File: src/rtl/mac_stat_pkg.sv
package mac_stat_pkg;
    localparam int NUM_TX   = 6;
    localparam int NUM_RX   = 7;
    localparam int NUM_CNT  = NUM_TX + NUM_RX;
    localparam int ADDR_W   = 12;
    localparam int DATA_W   = 32;

    localparam logic [ADDR_W-1:0] OFS_CTRL    = 12'h100;
    localparam logic [ADDR_W-1:0] OFS_RXFLAG  = 12'h104;
    localparam logic [ADDR_W-1:0] OFS_TXFLAG  = 12'h108;
    localparam logic [ADDR_W-1:0] OFS_RXMASK  = 12'h10C;
    localparam logic [ADDR_W-1:0] OFS_TXMASK  = 12'h110;
    localparam logic [ADDR_W-1:0] OFS_SUMMARY = 12'h1FC;

    localparam int CTRL_CLR_BIT = 0;
    localparam int CTRL_ROR_BIT = 2;
    localparam int SUM_IRQ_BIT  = 27;

    // Counter slots 0..5 are transmit, 6..12 receive, each in address order.
    function automatic logic [ADDR_W-1:0] slot_addr(input int slot);
        case (slot)
            0:       return 12'h114;
            1:       return 12'h118;
            2:       return 12'h148;
            3:       return 12'h160;
            4:       return 12'h164;
            5:       return 12'h168;
            6:       return 12'h180;
            7:       return 12'h184;
            8:       return 12'h188;
            9:       return 12'h190;
            10:      return 12'h194;
            11:      return 12'h1C8;
            default: return 12'h1D4;
        endcase
    endfunction

    typedef struct packed {
        logic              ror;
        logic [NUM_RX-1:0] rx_mask;
        logic [NUM_TX-1:0] tx_mask;
    } cfg_t;
endpackage

File: src/rtl/mac_stat_evt_map.sv
module mac_stat_evt_map
    import mac_stat_pkg::*;
#(
    parameter int LEN_W = 14
) (
    input  logic                          tx_done,
    input  logic [LEN_W-1:0]              tx_len,
    input  logic                          tx_ok,
    input  logic                          tx_underflow,
    input  logic                          tx_carrier_err,
    input  logic                          rx_done,
    input  logic [LEN_W-1:0]              rx_len,
    input  logic                          rx_ok,
    input  logic                          rx_mcast,
    input  logic                          rx_crc_err,
    input  logic                          rx_len_err,
    input  logic                          rx_fifo_ovf,
    output logic [NUM_CNT-1:0][LEN_W-1:0] inc_o
);
    localparam logic [LEN_W-1:0] ONE = LEN_W'(1);

    logic tx_good;
    logic rx_good;

    always_comb begin
        tx_good = tx_done & tx_ok;
        rx_good = rx_done & rx_ok;
        inc_o   = '0;
        // transmit slots
        inc_o[0]  = tx_done ? tx_len : '0;
        inc_o[1]  = tx_done ? ONE : '0;
        inc_o[2]  = (tx_done & tx_underflow) ? ONE : '0;
        inc_o[3]  = (tx_done & tx_carrier_err) ? ONE : '0;
        inc_o[4]  = tx_good ? tx_len : '0;
        inc_o[5]  = tx_good ? ONE : '0;
        // receive slots
        inc_o[6]  = rx_done ? ONE : '0;
        inc_o[7]  = rx_done ? rx_len : '0;
        inc_o[8]  = rx_good ? rx_len : '0;
        inc_o[9]  = (rx_good & rx_mcast) ? ONE : '0;
        inc_o[10] = (rx_done & rx_crc_err) ? ONE : '0;
        inc_o[11] = (rx_done & rx_len_err) ? ONE : '0;
        inc_o[12] = rx_fifo_ovf ? ONE : '0;
    end
endmodule

File: src/rtl/mac_stat_cnt.sv
module mac_stat_cnt #(
    parameter int CNT_W = 32,
    parameter int INC_W = 14
) (
    input  logic             clk,
    input  logic             rst_n,
    input  logic             clr_i,
    input  logic             rd_i,
    input  logic             ror_i,
    input  logic [INC_W-1:0] inc_i,
    output logic [CNT_W-1:0] cnt_o,
    output logic             flag_o
);
    typedef struct packed {
        logic [CNT_W-1:0] cnt;
        logic             flag;
    } cnt_state_t;

    cnt_state_t st_d, st_q;
    logic [CNT_W:0] base;
    logic [CNT_W:0] sum;

    always_comb begin
        base = (rd_i && ror_i) ? '0 : {1'b0, st_q.cnt};
        sum  = base + (CNT_W+1)'(inc_i);
        if (clr_i) begin
            st_d.cnt  = '0;
            st_d.flag = 1'b0;
        end else begin
            st_d.cnt  = sum[CNT_W] ? '1 : sum[CNT_W-1:0];
            st_d.flag = st_d.cnt[CNT_W-1] | (st_q.flag & ~rd_i);
        end
    end

    always_ff @(posedge clk) begin
        if (!rst_n) st_q <= '0;
        else        st_q <= st_d;
    end

    assign cnt_o  = st_q.cnt;
    assign flag_o = st_q.flag;
endmodule

File: src/rtl/mac_stat_bank.sv
module mac_stat_bank
    import mac_stat_pkg::*;
#(
    parameter int CNT_W = 32,
    parameter int LEN_W = 14
) (
    input  logic              clk,
    input  logic              rst_n,
    input  logic              req_valid,
    input  logic              req_write,
    input  logic [ADDR_W-1:0] req_addr,
    input  logic [DATA_W-1:0] req_wdata,
    output logic [DATA_W-1:0] rsp_rdata,
    input  logic              tx_done,
    input  logic [LEN_W-1:0]  tx_len,
    input  logic              tx_ok,
    input  logic              tx_underflow,
    input  logic              tx_carrier_err,
    input  logic              rx_done,
    input  logic [LEN_W-1:0]  rx_len,
    input  logic              rx_ok,
    input  logic              rx_mcast,
    input  logic              rx_crc_err,
    input  logic              rx_len_err,
    input  logic              rx_fifo_ovf,
    output logic              irq
);
    cfg_t cfg_d, cfg_q;

    logic                          rd_en;
    logic                          wr_en;
    logic                          clr_pulse;
    logic [NUM_CNT-1:0]            rd_hit;
    logic [NUM_CNT-1:0]            flag_all;
    logic [NUM_CNT*CNT_W-1:0]      cnt_flat;
    logic [NUM_CNT-1:0][LEN_W-1:0] inc_all;
    logic                          ror_now;
    logic [NUM_RX-1:0]             rx_mask_now;
    logic [NUM_TX-1:0]             tx_mask_now;
    logic                          unused_wdata;

    assign rd_en = req_valid & ~req_write;
    assign wr_en = req_valid & req_write;
    assign unused_wdata = ^req_wdata[DATA_W-1:NUM_RX];

    // Configuration next state
    always_comb begin
        cfg_d     = cfg_q;
        clr_pulse = 1'b0;
        if (wr_en) begin
            case (req_addr)
                OFS_CTRL: begin
                    cfg_d.ror = req_wdata[CTRL_ROR_BIT];
                    clr_pulse = req_wdata[CTRL_CLR_BIT];
                end
                OFS_RXMASK: cfg_d.rx_mask = req_wdata[NUM_RX-1:0];
                OFS_TXMASK: cfg_d.tx_mask = req_wdata[NUM_TX-1:0];
                default: ;
            endcase
        end
    end

    always_ff @(posedge clk) begin
        if (!rst_n) cfg_q <= '0;
        else        cfg_q <= cfg_d;
    end

    assign ror_now     = cfg_q.ror;
    assign rx_mask_now = cfg_q.rx_mask;
    assign tx_mask_now = cfg_q.tx_mask;

    mac_stat_evt_map #(.LEN_W(LEN_W)) u_map (
        .tx_done       (tx_done),
        .tx_len        (tx_len),
        .tx_ok         (tx_ok),
        .tx_underflow  (tx_underflow),
        .tx_carrier_err(tx_carrier_err),
        .rx_done       (rx_done),
        .rx_len        (rx_len),
        .rx_ok         (rx_ok),
        .rx_mcast      (rx_mcast),
        .rx_crc_err    (rx_crc_err),
        .rx_len_err    (rx_len_err),
        .rx_fifo_ovf   (rx_fifo_ovf),
        .inc_o         (inc_all)
    );

    for (genvar g = 0; g < NUM_CNT; g++) begin : g_cnt
        assign rd_hit[g] = rd_en && (req_addr == slot_addr(g));
        mac_stat_cnt #(.CNT_W(CNT_W), .INC_W(LEN_W)) u_cnt (
            .clk   (clk),
            .rst_n (rst_n),
            .clr_i (clr_pulse),
            .rd_i  (rd_hit[g]),
            .ror_i (cfg_q.ror),
            .inc_i (inc_all[g]),
            .cnt_o (cnt_flat[g*CNT_W +: CNT_W]),
            .flag_o(flag_all[g])
        );
    end

    assign irq = (|(flag_all[NUM_TX-1:0] & ~cfg_q.tx_mask))
               | (|(flag_all[NUM_CNT-1:NUM_TX] & ~cfg_q.rx_mask));

    // Read data, same cycle
    always_comb begin
        rsp_rdata = '0;
        if (rd_en) begin
            case (req_addr)
                OFS_CTRL:    rsp_rdata[CTRL_ROR_BIT] = cfg_q.ror;
                OFS_RXFLAG:  rsp_rdata[NUM_RX-1:0] = flag_all[NUM_CNT-1:NUM_TX];
                OFS_TXFLAG:  rsp_rdata[NUM_TX-1:0] = flag_all[NUM_TX-1:0];
                OFS_RXMASK:  rsp_rdata[NUM_RX-1:0] = cfg_q.rx_mask;
                OFS_TXMASK:  rsp_rdata[NUM_TX-1:0] = cfg_q.tx_mask;
                OFS_SUMMARY: rsp_rdata[SUM_IRQ_BIT] = irq;
                default: begin
                    for (int i = 0; i < NUM_CNT; i++) begin
                        if (rd_hit[i]) rsp_rdata = DATA_W'(cnt_flat[i*CNT_W +: CNT_W]);
                    end
                end
            endcase
        end
    end
endmodule

File: config.mk
export PLATFORM = sky130hd
export DESIGN_NAME = mac_stat_bank
export DESIGN_NICKNAME = d
export VERILOG_FILES = /design/src/rtl/mac_stat_pkg.sv /design/src/rtl/mac_stat_evt_map.sv /design/src/rtl/mac_stat_cnt.sv /design/src/rtl/mac_stat_bank.sv
export SDC_FILE = /design/constraint.sdc
export NUM_CORES = 2
export LEC_CHECK = 0
export BUFFER_PORTS_ARGS = -buffer_cell sky130_fd_sc_hd__buf_4
export CAP_MARGIN = 25
export CORE_MARGIN = 8
export CORE_UTILIZATION = 40
export DETAILED_ROUTE_END_ITERATION = 8
export SYNTH_ARGS = -nofsm -noshare
export SYNTH_HDL_FRONTEND = slang
export SYNTH_HIERARCHICAL = 1
export SYNTH_SLANG_ARGS = --single-unit
File: constraint.sdc
create_clock -name clk -period 14.6 [get_ports clk]
set_clock_uncertainty 0.15 [all_clocks]
set_input_delay 2.92 -clock clk [delete_from_list [all_inputs] [get_ports clk]]
set_output_delay 2.92 -clock clk [all_outputs]
set_load 0.01 [all_outputs]
== Yosys cells after proc, flatten, opt, wreduce, memory -nomap -nowiden ==
Index checks and enable logic that the tools add are counted.
W data, S select, Z words.

* Bits in registers: 443
* Output and inout port bits: 33
* Word-level logic and storage cells: 214

* $add $sub $neg: 13
* Equal/unequal tests: 19
* Muxes and demuxes: 62
* Bitwise operators: 55
* Reductions and logical operators: 36

{| class="wikitable"
|+ Operators by type and width
! operator !! count
|-
| $mux W32 || 40
|-
| $add A33 B1 Y33 || 9
|-
| $eq A12 B9 Y1 const B || 19
|-
| $add A33 B14 Y33 || 4
|-
| $mux W14 || 4
|-
| $logic_and A1 B1 Y1 || 26
|-
| $and A1 B1 Y1 || 22
|-
| $mux W20 || 1
|-
| $not A1 Y1 || 15
|-
| $pmux W3 S5 || 1
|-
| $or A1 B1 Y1 || 14
|-
| $reduce_or A6 Y1 || 2
|-
| $mux W1 || 11
|-
| $pmux W2 S5 || 1
|-
| $and A7 B7 Y7 || 1
|-
| $not A7 Y7 || 1
|-
| $reduce_or A7 Y1 || 1
|-
| $and A6 B6 Y6 || 1
|-
| $not A6 Y6 || 1
|-
| $pmux W1 S6 || 1
|-
| $reduce_and A2 Y1 || 3
|-
| $reduce_or A5 Y1 || 1
|-
| $mux W4 || 1
|-
| $reduce_or A2 Y1 || 2
|-
| other kinds (3) || 3
|}

== Depth between registers and ports, before layout ==
* Word-level depth: 18
* Depth in mapped cells: 21
* Mapped depth without buffers: 15

== By module ==
Netlist, hierarchy kept.

{| class="wikitable"
|+ By module, submodules not included
! module !! instances !! cells each !! area each (sq um) !! seq. area each (sq um)
|-
| mac_stat_cnt (g_cnt[3].u_cnt ...) || 7 || 275 || 2204.6 || 660.6
|-
| mac_stat_cnt (g_cnt[0].u_cnt ...) || 5 || 265 || 2192.1 || 660.6
|-
| mac_stat_bank || 1 || 773 || 5088.6 || 280.3
|-
| mac_stat_cnt (g_cnt[2].u_cnt) || 1 || 281 || 2265.9 || 660.6
|-
| mac_stat_evt_map || 1 || 192 || 1367.6 || 0.0
|}

== Worst setup path before layout ==
Ideal clock, no wire load.

* Path type: input-to-output
* From: input port req_addr[9]
* To: output port rsp_rdata[4]
* Arrival time: 4783 ps
* Path slack: 6747 ps
* Stages on the path: 8
* Cells stage by stage: or4b_4 buf_6 nor2_4 buf_2 nand2_1 o221ai_1 nand2_1 a2111oi_1

* Cells in the longest elaborated chain, start to end: 17

{| class="wikitable"
|+ Ends and longest elaborated chain
! element !! line !! text
|-
| start: declaration || mac_stat_bank.sv:11 || <nowiki>input logic [ADDR_W-1:0] req_addr,</nowiki>
|-
| $eq A12 B9 Y1 || mac_stat_bank.sv:89 || <nowiki>assign rd_hit[g] = rd_en && (req_addr == slot_addr(g));</nowiki>
|-
| $logic_and A1 B1 Y1 || mac_stat_bank.sv:89 ||
|-
| $mux W32 (13 in a row) || mac_stat_bank.sv:118 || <nowiki>if (rd_hit[i]) rsp_rdata = DATA_W'(cnt_flat[i*CNT_W +: CNT_W]);</nowiki>
|-
| $pmux W3 S5 * || mac_stat_bank.sv:109 || <nowiki>case (req_addr)</nowiki>
|-
| $mux W32 * || mac_stat_bank.sv:108 || <nowiki>if (rd_en) begin</nowiki>
|-
| end: declaration || mac_stat_bank.sv:13 || <nowiki>output logic [DATA_W-1:0] rsp_rdata,</nowiki>
|}

Mark *: on every way between the ends. The rest lies on a longest branch, timed or not.

== Final worst setup path ==
* From: input port req_addr[2]
* To: output port rsp_rdata[5]

{| class="wikitable"
|+ RTL lines
! element !! line !! text
|-
| $eq A12 B9 Y1 || mac_stat_bank.sv:89 ||
|-
| $logic_and A1 B1 Y1 || mac_stat_bank.sv:89 ||
|-
| named net rd_hit[10] || mac_stat_bank.sv:33 || <nowiki>logic [NUM_CNT-1:0] rd_hit;</nowiki>
|-
| $mux W32 (3 in a row) || mac_stat_bank.sv:118 ||
|-
| $pmux W3 S5 || mac_stat_bank.sv:109 ||
|-
| $mux W32 || mac_stat_bank.sv:108 ||
|}

The timed path passes the listed nets, and every way through them passes these cells.

==> flow_summary.ini <==
[outcome]
outcome = finished, final reports clean

[timing]
slew_headroom_pct = 28.7
period_share_pct = 66.8
drv_slew = 0
min_period_ns = 9.76
final_hold_viol_count = 0
setup_viol = 0
worst_slew_pin_slew_ns = 1.05
timing.setup.tns_ns = 0
fmax_ghz = 0.103
rsz0062_at_grt = false
setup_slack_ns = 4.84

[clock_tree]
cts.sinks = 443
cts_tree = yes
post_cts_resized = 0
htree_levels = 2
postCtsHoldBufs = 0
numCtsBuffers = 53
cts_buffer_depth = 3
root_buffer = clkbuf_16
clock_latency_ns = 0.63
cts.clk_slew.worst_paths_ns = 0.06
post_cts_buffers = 0

[placed_design]
place_ws_ns = 5.00
place_congestion = 1.04
portBuffers = 93
dpl.hpwl_um = 98900

[drt]
avgRoutedWirePerCell_um = 23.3
ant_nets = 0
drt-total-wl_um = 132000
firstDrtPassIters = 7
via_count = 34400
drc = 0
first_iter_violations = 4392
vias_per_cell = 6.09

[setup_path]
crit_path_max_fanout = 52
worstSetupStartpoint = req_addr[2]
worst-path-buf-inv = 3
crit_top_cell = buf_4
crit_family = simple AND/OR/NAND/NOR gates
slowest_delay_ns = 0.83
critPathKind = in -> out
worstPathRequired_ns = 11.53
reg2reg_slack_ns = 9.90
cp_data_arrival_time_ns = 6.69
cp-end-kind = output port
worstPathCellList = buf_4 > nand2b_1 > nor3_2 > nand2_1 > inv_1 > a211oi_1 > a2111oi_2 > buf_4
start_kind = input pin
r2r_start = ror_now$_SDFFE_PN0P_
slowest_stage = nor3_2

[grt]
grt_pass1_vias = 31500
grt_overflow_total = 0
grt_usage_pct = 25.7
grt_max_degree = 53
antenna_found_initial = 6
grt_pass1_wl_um = 198000

[floorplan]
core-area_um2 = 86900
dieHeight_um = 312
rows = 108
die_area_um2 = 97500
die_w_um = 312
initial_core_util_pct = 40.4
boundaryPins = 119

[synthesis]
ys_ff_latch = 443
yosysTopAreaCell = dfxtp_1
yosysTopAreaCellShare_pct = 25.3
synth_ff_type = dfxtp_1
netlist_area_um2 = 35100
ys_types = 103
synth_warnings = 6
avgSynthCellArea_um2 = 7.81
synth_edf_count = 0
synth_seq_area_share_pct = 25.3
async_flop_share_pct = 0
synthTopCellsByArea = dfxtp_1 (25%), a21oi_1 (8.3%), ha_1 (6.5%), and2_1 (4.4%), nand2_1 (4.4%)
synthesis.instances = 4496

[layout]
layout-drive-gt1-share_pct = 9.23
mostFrequentLayoutCell = a21oi_1
fin_nets = 4734
syn_to_final_growth_pct = 7.60
final_cell_mix = a21oi_1 (585), dfxtp_1 (443), nand2_1 (409)

[pwr]
p_leak_nw = 14.3
power_per_cell_area_nw_per_um2 = 124
ir_worst_vdd_mv = 0.0764
finalPower_mw = 4.67

[run]
maxCapViolCount = 0

[worst_hold_path]
min_from = g_cnt[0].u_cnt/flag_o$_SDFF_PP0_
min_path_type = reg -> reg
==> metrics by stage <==
stage | instance area, um^2 | instances | hold WS [ns] | utilization [%]
floorplan | 35600 | 4612 | 0.312 | -
global placement | 35900 | 5546 | 0.344 | 41.4
detailed placement | 36000 | 5549 | 0.346 | 41.4
CTS | 37700 | 5646 | 0.354 | 43.4
global route | 37800 | 5650 | 0.364 | 43.5
finish | 37800 | 5659 | 0.357 | 43.5
==> flip-flops by register name (all words and copies together), names as in the netlist <==
signal and cells:
rx_mask_now 7, tx_mask_now 6, ror_now 1, g_cnt.u_cnt/flag_o 13
g_cnt.u_cnt/cnt_o 416
==> cells in the mapped netlist (56+ instances only) <==
library cell,count
and3_1,77
nor3_1,114
clkbuf_1,118
ha_1,182
inv_1,57
buf_4,128
a21oi_1,585
nor2b_1,60
xor2_1,136
a21o_1,76
dfxtp_1,443
and2_1,246
nand4_1,81
nand3_1,163
nor2_1,257
xnor2_1,159
o211ai_1,56
nand2_1,409
o21ai_0,124
==> area by class of cell <==
class | instances | area [um^2]
fill | 8820 | 49100
multi-input combinational | 3755 | 24400
clock buffer | 76 | 1550
antenna | 9 | 22.5
timing repair buffer | 141 | 1090
inverter | 59 | 221
clock inverter | 21 | 189
tap | 1155 | 1450
sequential | 443 | 8870
==> final timing paths <==
path,end,depth (start not counted)
min,g_cnt[0].u_cnt/flag_o$_SDFF_PP0_,2
max,rsp_rdata[5],8
min reg2reg,g_cnt[0].u_cnt/flag_o$_SDFF_PP0_,2
max reg2reg,g_cnt[3].u_cnt/cnt_o[28]$_SDFF_PP0_,13
==> report_power, final <==
group          internal (mW)  switching (mW)  leakage, nW
clock network          0.786           0.563        0.863
registers               1.38           0.239         3.61
logic                  0.725           0.978         9.80
==> cell families (layout without fill, tap and decap cells) <==
kind of cell | Yosys count | in the layout | synth area share, %
mux | 37 | 37 | 1.08
xor+xnor | 295 | 295 | 7.36
compound gates | 1374 | 1374 | 25.1
other cells | 1 | 126 | 0.0107
buf+inv | 414 | 297 | 6.60
simple gates | 1737 | 1737 | 27.4
fa+ha+maj | 195 | 195 | 7.23
flops | 443 | 443 | 25.3
==> worst register-to-register path, stage by stage (launching register included) <==
cell      delay (ns)
dfxtp_1         0.33
buf_4           0.53
nand2_1         0.12
buf_4           0.29
and2_1          0.23
ha_1            0.25
fa_1            0.47
a211oi_1        0.33
o211ai_1        0.19
a21oi_1         0.37
or2_2           0.23
or4_1           0.66
nor3b_1         0.30
a211oi_1        0.07
==> metal layers <==
layer / vias to the layer above / GRT usage [%] / wire length (um)
li1: 16200 / - / -
met1: 16400 / 36.4 / 58200
met2: 1590 / 36.8 / 53200
met3: 280 / 5.99 / 14000
met4: 2 / 10.9 / 6580
met5: - / 0 / 17
Power figures use the tool's default switching activity.
